**config.mk**
```make
export PLATFORM = sky130hd
export DESIGN_NAME = branch_tpg
export DESIGN_NICKNAME = d
export VERILOG_FILES = /design/src/rtl/tpg_pkg.sv /design/src/rtl/tpg_desc_table.sv /design/src/rtl/tpg_lfsr.sv /design/src/rtl/tpg_walker.sv /design/src/rtl/tpg_overlay.sv /design/src/rtl/branch_tpg.sv
export SDC_FILE = /design/constraint.sdc
export NUM_CORES = 1
export LEC_CHECK = 0
export BUFFER_PORTS_ARGS = -buffer_cell sky130_fd_sc_hd__buf_2
export CORE_MARGIN = 2
export CORE_UTILIZATION = 30
export DETAILED_ROUTE_END_ITERATION = 8
export PLACE_DENSITY_LB_ADDON = 0.15
export SETUP_SLACK_MARGIN = 0.05
export SLEW_MARGIN = 15
export SYNTH_ARGS = -nofsm -noshare
export SYNTH_HDL_FRONTEND = slang
export SYNTH_SLANG_ARGS = --single-unit
```
**constraint.sdc**
```tcl
create_clock -name clk -period 4.9 [get_ports clk]
set_input_delay 0.245 -clock clk [delete_from_list [all_inputs] [get_ports clk]]
set_output_delay 0.245 -clock clk [all_outputs]
set_load 0.05 [all_outputs]
```
**src/rtl/tpg_pkg.sv**
```systemverilog
// Shared types and helpers for the branch-guided test vector generator.
// Assumes branch widths are small (at most a few bits) so int arithmetic suffices.
package tpg_pkg;

    typedef enum logic [1:0] {
        ST_IDLE = 2'd0,
        ST_RUN  = 2'd1,
        ST_DONE = 2'd2
    } run_state_e;

    // Density test: branch count must cover at least half the field's code space.
    function automatic logic node_dense(input int x, input int y);
        return (x > 0) && ((2 * y) >= (1 << x));
    endfunction

endpackage

```
**src/rtl/tpg_desc_table.sv**
```systemverilog
// Descriptor storage: one field offset, width and branch count per entry.
// Assumes the caller gates writes while a run is active; clamps width and count.
module tpg_desc_table #(
    parameter int DEPTH = 8,
    parameter int OFF_W = 4,
    parameter int MAX_X = 4,
    parameter int MAX_Y = 16,
    parameter int X_W   = 3,
    parameter int Y_W   = 5,
    parameter int IDX_W = 3
) (
    input  logic             clk,
    input  logic             rst_n,
    input  logic             wr_en,
    input  logic [IDX_W-1:0] wr_idx,
    input  logic [OFF_W-1:0] wr_off,
    input  logic [X_W-1:0]   wr_x,
    input  logic [Y_W-1:0]   wr_y,
    input  logic [IDX_W-1:0] rd_idx,
    output logic [OFF_W-1:0] rd_off,
    output logic [X_W-1:0]   rd_x,
    output logic [Y_W-1:0]   rd_y,
    output logic             rd_dense
);
    import tpg_pkg::*;

    localparam logic [X_W-1:0] X_CAP = X_W'(MAX_X);
    localparam logic [Y_W-1:0] Y_CAP = Y_W'(MAX_Y);

    logic [OFF_W-1:0] off_q [DEPTH];
    logic [X_W-1:0]   x_q   [DEPTH];
    logic [Y_W-1:0]   y_q   [DEPTH];

    // Purpose: clear entries on reset, store clamped fields on write.
    always_ff @(posedge clk) begin
        if (!rst_n) begin
            for (int i = 0; i < DEPTH; i++) begin
                off_q[i] <= '0;
                x_q[i]   <= '0;
                y_q[i]   <= '0;
            end
        end else if (wr_en) begin
            off_q[wr_idx] <= wr_off;
            x_q[wr_idx]   <= (wr_x > X_CAP) ? X_CAP : wr_x;
            y_q[wr_idx]   <= (wr_y > Y_CAP) ? Y_CAP : wr_y;
        end
    end

    // Purpose: present the addressed entry and its density verdict.
    always_comb begin
        rd_off   = off_q[rd_idx];
        rd_x     = x_q[rd_idx];
        rd_y     = y_q[rd_idx];
        rd_dense = node_dense(int'(x_q[rd_idx]), int'(y_q[rd_idx]));
    end

endmodule

```
**src/rtl/tpg_lfsr.sv**
```systemverilog
// Galois LFSR that yields OUT_W fresh bits per step by unrolling OUT_W shifts.
// Assumes TAPS is a maximal-length mask for a right-shifting register.
module tpg_lfsr #(
    parameter int              LFSR_W = 16,
    parameter logic [LFSR_W-1:0] TAPS = 16'hB400,
    parameter int              OUT_W  = 16
) (
    input  logic              clk,
    input  logic              rst_n,
    input  logic              load,
    input  logic [LFSR_W-1:0] seed,
    input  logic              advance,
    output logic [LFSR_W-1:0] state_q,
    output logic [OUT_W-1:0]  rnd
);
    logic [LFSR_W-1:0] state_nx;

    // Purpose: take one output bit per shift and form the state OUT_W shifts ahead.
    always_comb begin
        logic [LFSR_W-1:0] s;
        s = state_q;
        for (int i = 0; i < OUT_W; i++) begin
            rnd[i] = s[0];
            s = (s >> 1) ^ (s[0] ? TAPS : '0);
        end
        state_nx = s;
    end

    // Purpose: load a nonzero seed on start, advance on each accepted vector.
    always_ff @(posedge clk) begin
        if (!rst_n)
            state_q <= LFSR_W'(1);
        else if (load)
            state_q <= (seed == '0) ? LFSR_W'(1) : seed;
        else if (advance)
            state_q <= state_nx;
    end

endmodule

```
**src/rtl/tpg_walker.sv**
```systemverilog
// Run controller: counts accepted vectors and walks the descriptor table.
// Assumes descriptor data for node_idx is presented combinationally.
module tpg_walker #(
    parameter int DEPTH = 8,
    parameter int IDX_W = 3,
    parameter int Y_W   = 5,
    parameter int CNT_W = 16
) (
    input  logic                 clk,
    input  logic                 rst_n,
    input  logic                 start,
    input  logic [CNT_W-1:0]     total,
    input  logic [IDX_W:0]       count,
    input  logic                 ready,
    input  logic                 node_dense,
    input  logic [Y_W-1:0]       node_y,
    output tpg_pkg::run_state_e  state,
    output logic [IDX_W:0]       node_idx,
    output logic [Y_W-1:0]       det_cnt,
    output logic                 det_active,
    output logic                 load_seed,
    output logic                 advance
);
    import tpg_pkg::*;

    localparam logic [IDX_W:0] DEPTH_V = (IDX_W+1)'(DEPTH);

    logic [CNT_W-1:0] total_q;
    logic [CNT_W-1:0] sent_q;
    logic [IDX_W:0]   ncnt_q;
    logic             node_live;

    // Purpose: derive handshake and field-control strobes from the run state.
    always_comb begin
        node_live  = (node_idx < ncnt_q);
        det_active = (state == ST_RUN) && node_live && node_dense;
        load_seed  = start && (state != ST_RUN);
        advance    = (state == ST_RUN) && ready;
    end

    // Purpose: sequence idle, run and done; step the descriptor walk per vector.
    always_ff @(posedge clk) begin
        if (!rst_n) begin
            state    <= ST_IDLE;
            total_q  <= '0;
            sent_q   <= '0;
            ncnt_q   <= '0;
            node_idx <= '0;
            det_cnt  <= '0;
        end else if (load_seed) begin
            total_q  <= total;
            sent_q   <= '0;
            ncnt_q   <= (count > DEPTH_V) ? DEPTH_V : count;
            node_idx <= '0;
            det_cnt  <= '0;
            state    <= (total == '0) ? ST_DONE : ST_RUN;
        end else if (advance) begin
            sent_q <= sent_q + CNT_W'(1);
            if (sent_q + CNT_W'(1) == total_q)
                state <= ST_DONE;
            if (node_live) begin
                if (node_dense && (det_cnt + Y_W'(1) != node_y)) begin
                    det_cnt <= det_cnt + Y_W'(1);
                end else begin
                    node_idx <= node_idx + (IDX_W+1)'(1);
                    det_cnt  <= '0;
                end
            end
        end
    end

endmodule

```
**src/rtl/tpg_overlay.sv**
```systemverilog
// Replaces the random bits of one field with a count value, MSB at the lowest bit.
// Assumes x never exceeds MAX_X (the table clamps it) and cnt is wider than MAX_X.
module tpg_overlay #(
    parameter int VEC_W = 16,
    parameter int OFF_W = 4,
    parameter int X_W   = 3,
    parameter int Y_W   = 5,
    parameter int MAX_X = 4
) (
    input  logic [VEC_W-1:0] rnd,
    input  logic             det_active,
    input  logic [OFF_W-1:0] off,
    input  logic [X_W-1:0]   x,
    input  logic [Y_W-1:0]   cnt,
    output logic [VEC_W-1:0] vec
);
    // Purpose: splice count bits into the field, dropping bits above the vector.
    always_comb begin
        vec = rnd;
        if (det_active) begin
            for (int j = 0; j < MAX_X; j++) begin
                if ((j < int'(x)) && ((int'(off) + j) < VEC_W))
                    vec[int'(off) + j] = cnt[int'(x) - 1 - j];
            end
        end
    end

endmodule

```
**src/rtl/branch_tpg.sv**
```systemverilog
// Top of the branch-guided test vector generator.
// Assumes the descriptor table is written only between runs; vectors are
// combinational from registered state and move on a valid/ready handshake.
module branch_tpg #(
    parameter int                VEC_W  = 16,
    parameter int                DEPTH  = 8,
    parameter int                MAX_X  = 4,
    parameter int                MAX_Y  = 16,
    parameter int                LFSR_W = 16,
    parameter logic [LFSR_W-1:0] TAPS   = 16'hB400,
    parameter int                CNT_W  = 16,
    localparam int               OFF_W  = $clog2(VEC_W),
    localparam int               X_W    = $clog2(MAX_X + 1),
    localparam int               Y_W    = $clog2(MAX_Y + 1),
    localparam int               IDX_W  = $clog2(DEPTH)
) (
    input  logic              clk,
    input  logic              rst_n,
    input  logic              start,
    input  logic [LFSR_W-1:0] seed,
    input  logic [CNT_W-1:0]  total_vecs,
    input  logic [IDX_W:0]    node_count,
    input  logic              cfg_we,
    input  logic [IDX_W-1:0]  cfg_idx,
    input  logic [OFF_W-1:0]  cfg_off,
    input  logic [X_W-1:0]    cfg_x,
    input  logic [Y_W-1:0]    cfg_y,
    output logic [VEC_W-1:0]  vec_out,
    output logic              vec_valid,
    input  logic              vec_ready,
    output logic              busy,
    output logic              done
);
    import tpg_pkg::*;

    run_state_e        state;
    logic [IDX_W:0]    node_idx;
    logic [Y_W-1:0]    det_cnt;
    logic              det_active;
    logic              load_seed;
    logic              advance;
    logic [OFF_W-1:0]  rd_off;
    logic [X_W-1:0]    rd_x;
    logic [Y_W-1:0]    rd_y;
    logic              rd_dense;
    logic [LFSR_W-1:0] lfsr_q;
    logic [VEC_W-1:0]  rnd;
    logic              table_we;

    // Purpose: decode status outputs and block table writes during a run.
    always_comb begin
        busy      = (state == ST_RUN);
        done      = (state == ST_DONE);
        vec_valid = busy;
        table_we  = cfg_we && !busy;
    end

    tpg_desc_table #(
        .DEPTH(DEPTH), .OFF_W(OFF_W), .MAX_X(MAX_X), .MAX_Y(MAX_Y),
        .X_W(X_W), .Y_W(Y_W), .IDX_W(IDX_W)
    ) u_table (
        .clk(clk), .rst_n(rst_n),
        .wr_en(table_we), .wr_idx(cfg_idx), .wr_off(cfg_off),
        .wr_x(cfg_x), .wr_y(cfg_y),
        .rd_idx(node_idx[IDX_W-1:0]),
        .rd_off(rd_off), .rd_x(rd_x), .rd_y(rd_y), .rd_dense(rd_dense)
    );

    tpg_walker #(
        .DEPTH(DEPTH), .IDX_W(IDX_W), .Y_W(Y_W), .CNT_W(CNT_W)
    ) u_walker (
        .clk(clk), .rst_n(rst_n), .start(start), .total(total_vecs),
        .count(node_count), .ready(vec_ready),
        .node_dense(rd_dense), .node_y(rd_y),
        .state(state), .node_idx(node_idx), .det_cnt(det_cnt),
        .det_active(det_active), .load_seed(load_seed), .advance(advance)
    );

    tpg_lfsr #(
        .LFSR_W(LFSR_W), .TAPS(TAPS), .OUT_W(VEC_W)
    ) u_lfsr (
        .clk(clk), .rst_n(rst_n), .load(load_seed), .seed(seed),
        .advance(advance), .state_q(lfsr_q), .rnd(rnd)
    );

    tpg_overlay #(
        .VEC_W(VEC_W), .OFF_W(OFF_W), .X_W(X_W), .Y_W(Y_W), .MAX_X(MAX_X)
    ) u_overlay (
        .rnd(rnd), .det_active(det_active), .off(rd_off), .x(rd_x),
        .cnt(det_cnt), .vec(vec_out)
    );

endmodule

```
==> reports/metrics.csv <==
stage,metric,value,unit
power_and_ir_drop,power,3.736,mW
run,maxCapViolations,0,
synthesis,synthSimpleGateAreaFrac,20.84,%
power_and_ir_drop,combPwrFrac,21.2,%
power_and_ir_drop,pwr-share-seq,41.9,%
placed_design,place_inst,1511,
power_and_ir_drop,p_leak,4.160,nW
clock_tree,cts_hold_buf,0,
floorplanning,die-area,35410,µm²
min_path,hold_path_class,in2reg,
clock_tree,cts_resized,0,
synthesis,syn_nets,1122,
floorplanning,rows,67,
sta,fmax,218.9,MHz
synthesis,synth_top_family_by_area,simple AND/OR/NAND/NOR gates,
power_and_ir_drop,max-vdd-ir-drop,0.0002238,V
detailed_routing,vias,8185,
synthesis,synth_top_flop_cell,edfxtp_1,
synthesis,synth_top_area_share,28.33,%
synthesis,yosys.cell_types.count,89,
synthesis,synth_top_area_cell,edfxtp_1,
setup_path,critPathKind,reg2out,
floorplanning,die_h,188.2,µm
clock_tree,cts_num_sinks,162,
floorplanning,core,33450,µm²
setup_path,cp_slowest_cell,mux4_2,
clock_tree,clkLatencyLatePin,0.44,ns
synthesis,yosysWarningCount,0,
floorplanning,start_util,30.42,%
synthesis,synth_seq_cells,162,
clock_tree,cts-root-buf,clkbuf_16,
synthesis,muxShareOfSynthArea,9.418,%
clock_tree,cts_buffer_depth,2,
synthesis,synth_area_leaders,"edfxtp_1 (28%), dfxtp_1 (13%), mux4_2 (5.1%), xnor2_1 (5.0%), nand2_1 (3.9%)",
sta,setup_total_negative_slack,0,ns
sta,hold_violations,0,
synthesis,synth_area,10180,µm²
detailed_routing,route.final.wire_length,29740,µm
placed_design,dpl_worst_slack,0.5576,ns
setup_path,path_max_fanout,11,
detailed_routing,detail-route-antenna-nets,0,
synthesis,synth-edff-count,96,
synthesis,synth_area_per_cell,9.728,µm²
setup_path,startpoint_type,flip-flop,
power_and_ir_drop,powerDensity,323.4,nW/µm²
cells_and_area,insertedDiodeCount,0,
cells_and_area,final_nets,1158,
setup_path,worstPathCellList,"buf_4, mux4_2, mux2i_4, inv_4, ha_1, xnor2_1, nand2_1, o22ai_1, nor3_1, o41ai_2, buf_2",
setup_path,cpPeakStageDelay,0.57,ns
global_route,grt_pass1_vias,7923,
global_route,grt_antenna_before_repair,0,
power_and_ir_drop,p_sw_share,31.94,%
detailed_routing,vias_per_cell,5.305,
placed_design,place_congestion,0.9223,
detailed_routing,drt-initial-drc-count,684,
synthesis,synth-async-reset-ratio,0,%
sta,fin_crit_sh,93.21,%
global_route,grt.total_usage,17.03,%
floorplanning,ios,75,
clock_tree,numCtsBuffers,17,
global_route,grt_max_degree,48,
clock_tree,cts_tree,done,
power_and_ir_drop,switching_power,1.193,mW
setup_path,cp_data_arrival_time,4.32,ns
synthesis,synthAdderAreaFrac,2.459,%
sta,fin_skew,0.01074,ns
setup_path,critPathCaptureType,output port,
detailed_routing,drtPass1Iterations,5,
power_and_ir_drop,p_int,2.543,mW
synthesis,synth_xor_area_share,8.496,%
setup_path,critPathRequiredTime,4.66,ns
cells_and_area,area_delta_synth_final,13.50,%
clock_tree,htree_levels,4,
sta,relSlewSlack,30.76,%
cells_and_area,drive_above_1_share,17.81,%
outcome,status,completed,
sta,setup_viol,0,
detailed_routing,wl_per_cell,19.28,µm
cells_and_area,layoutNonFillerInstCount,1543,
global_route,gr-total-overflow,0,
detailed_routing,drc_errors,0,
floorplanning,die_w,188.2,µm
sta,min_period,4.567,ns
sta,worst_slew_pin_slew,1.031,ns
clock_tree,clk_pin_slew,0.07,ns
clock_tree,post-cts-setup-buffers,0,
sta,finalWorstSetupSlack,0.3327,ns
sta,finalMaxSlewViolations,0,
placed_design,detailed_place_hpwl,21210,µm
power_and_ir_drop,clkPwrFrac,36.9,%
cells_and_area,final_core_util,34.53,%
synthesis,netlist_instances,1046,
synthesis,synth-seq-area-share,41.31,%
global_route,grt_pass1_wl,46590,µm
synthesis,synth_compound_area_share,13.17,%
placed_design,port_buffers,74,
sta,rsz0062_at_grt,false,
[final cells by class]
type	count	area [µm²]
fill	3388	21900
multi-input combinational	787	5564
sequential	162	4208
tap	448	560.5
timing repair buffer	95	540.5
clock buffer	17	425.4
clock inverter	15	172.7
inverter	19	78.83
[logic make-up (layout without fill, tap and decap cells)]
group | Yosys count | in the layout
XOR/XNOR | 94 | 94
buffers and inverters | 97 | 146
adder cells (fa/ha/maj) | 20 | 20
AO/OA/AOI/OAI | 191 | 191
multiplexers | 58 | 58
flip-flops | 162 | 162
AND/OR/NAND/NOR | 424 | 424
[power groups by stage]
stage          registers [mW]  logic [mW]  clock network, mW
2_1_floorplan            1.56       0.597                  0
3_3_place_gp             1.60       0.787                  0
3_5_place_dp             1.60       0.784                  0
4_1_cts                  1.57       0.787               1.41
5_1_grt                  1.57       0.858               1.46
6_report                 1.57       0.792               1.38
[cell usage in the layout (no fill, tap or decap), types with 22 or more instances in the layout]
cell type	instances
nand2_1	107
nor2_1	99
edfxtp_1	96
buf_2	74
dfxtp_1	65
xnor2_1	58
a21oi_1	52
and3_1	48
nand3_1	36
xor2_1	32
nor3_1	26
mux4_2	23
and2_1	22
nand4_1	22
[sequential cells by signal, indices dropped and copies added, names as in the netlist, named ones only]
name               cells
u_table.off_q         32
u_walker.node_idx      4
u_walker.total_q      16
u_table.y_q           40
u_walker.sent_q       16
u_lfsr.state_q        16
u_walker.det_cnt       5
u_walker.ncnt_q        4
u_walker.state         2
u_table.x_q           24
[synthesized netlist by cell type (16+ instances only)]
cell      count
ha_1         20
inv_1        16
mux2i_1      20
clkbuf_1     44
mux4_2       23
xnor2_1      58
dfxtp_1      66
nand4_1      22
nor2_1       99
nand3_1      36
o21ai_0      19
a31oi_1      20
and3_1       48
and2_1       22
xor2_1       32
a21oi_1      52
edfxtp_1     96
nand2_1     107
nor3_1       27
[metal layers]
metal	wire length [µm]	vias up	global-route usage [%]
met5	0	-	0
met4	701	0	5.482
met3	1673	45	3.557
met2	13220	254	26.06
met1	14150	3954	23.99
li1	-	3932	-
[stage by stage]
step | cell area (µm²) | hold WS (ns)
final | 11550 | 0.05763
after global routing | 11550 | 0.05358
after CTS | 11530 | 0.03446
after detailed placement | 10940 | 0.4537
after global placement | 10940 | 0.4447
after floorplan | 10180 | 0.3810
[worst paths after layout]
kind,slack (ns),depth (start not counted),from,endpoint
worst max-delay path,0.33,11,flip-flop,vec_out[9]
worst min register to register,0.46,2,u_walker.ncnt_q[2],u_walker.ncnt_q[2]
worst min-delay path,0.06,3,total_vecs[10],u_walker.total_q[10]
worst max register to register,1.46,12,flip-flop,flip-flop
[worst max-delay path, delay by kind of cell (launching register included)]
kind | cells | cell delay, ns
xor gates and xnor gates | 1 | 0.48
AOI/OAI and AO/OA | 2 | 0.46
adders and majority gates | 1 | 0.39
DFF | 1 | 0.47
muxes | 2 | 0.94
buffers and inverters | 3 | 0.74
and+or+nand+nor | 2 | 0.39
No activity file was read; power rests on OpenSTA's default activity.
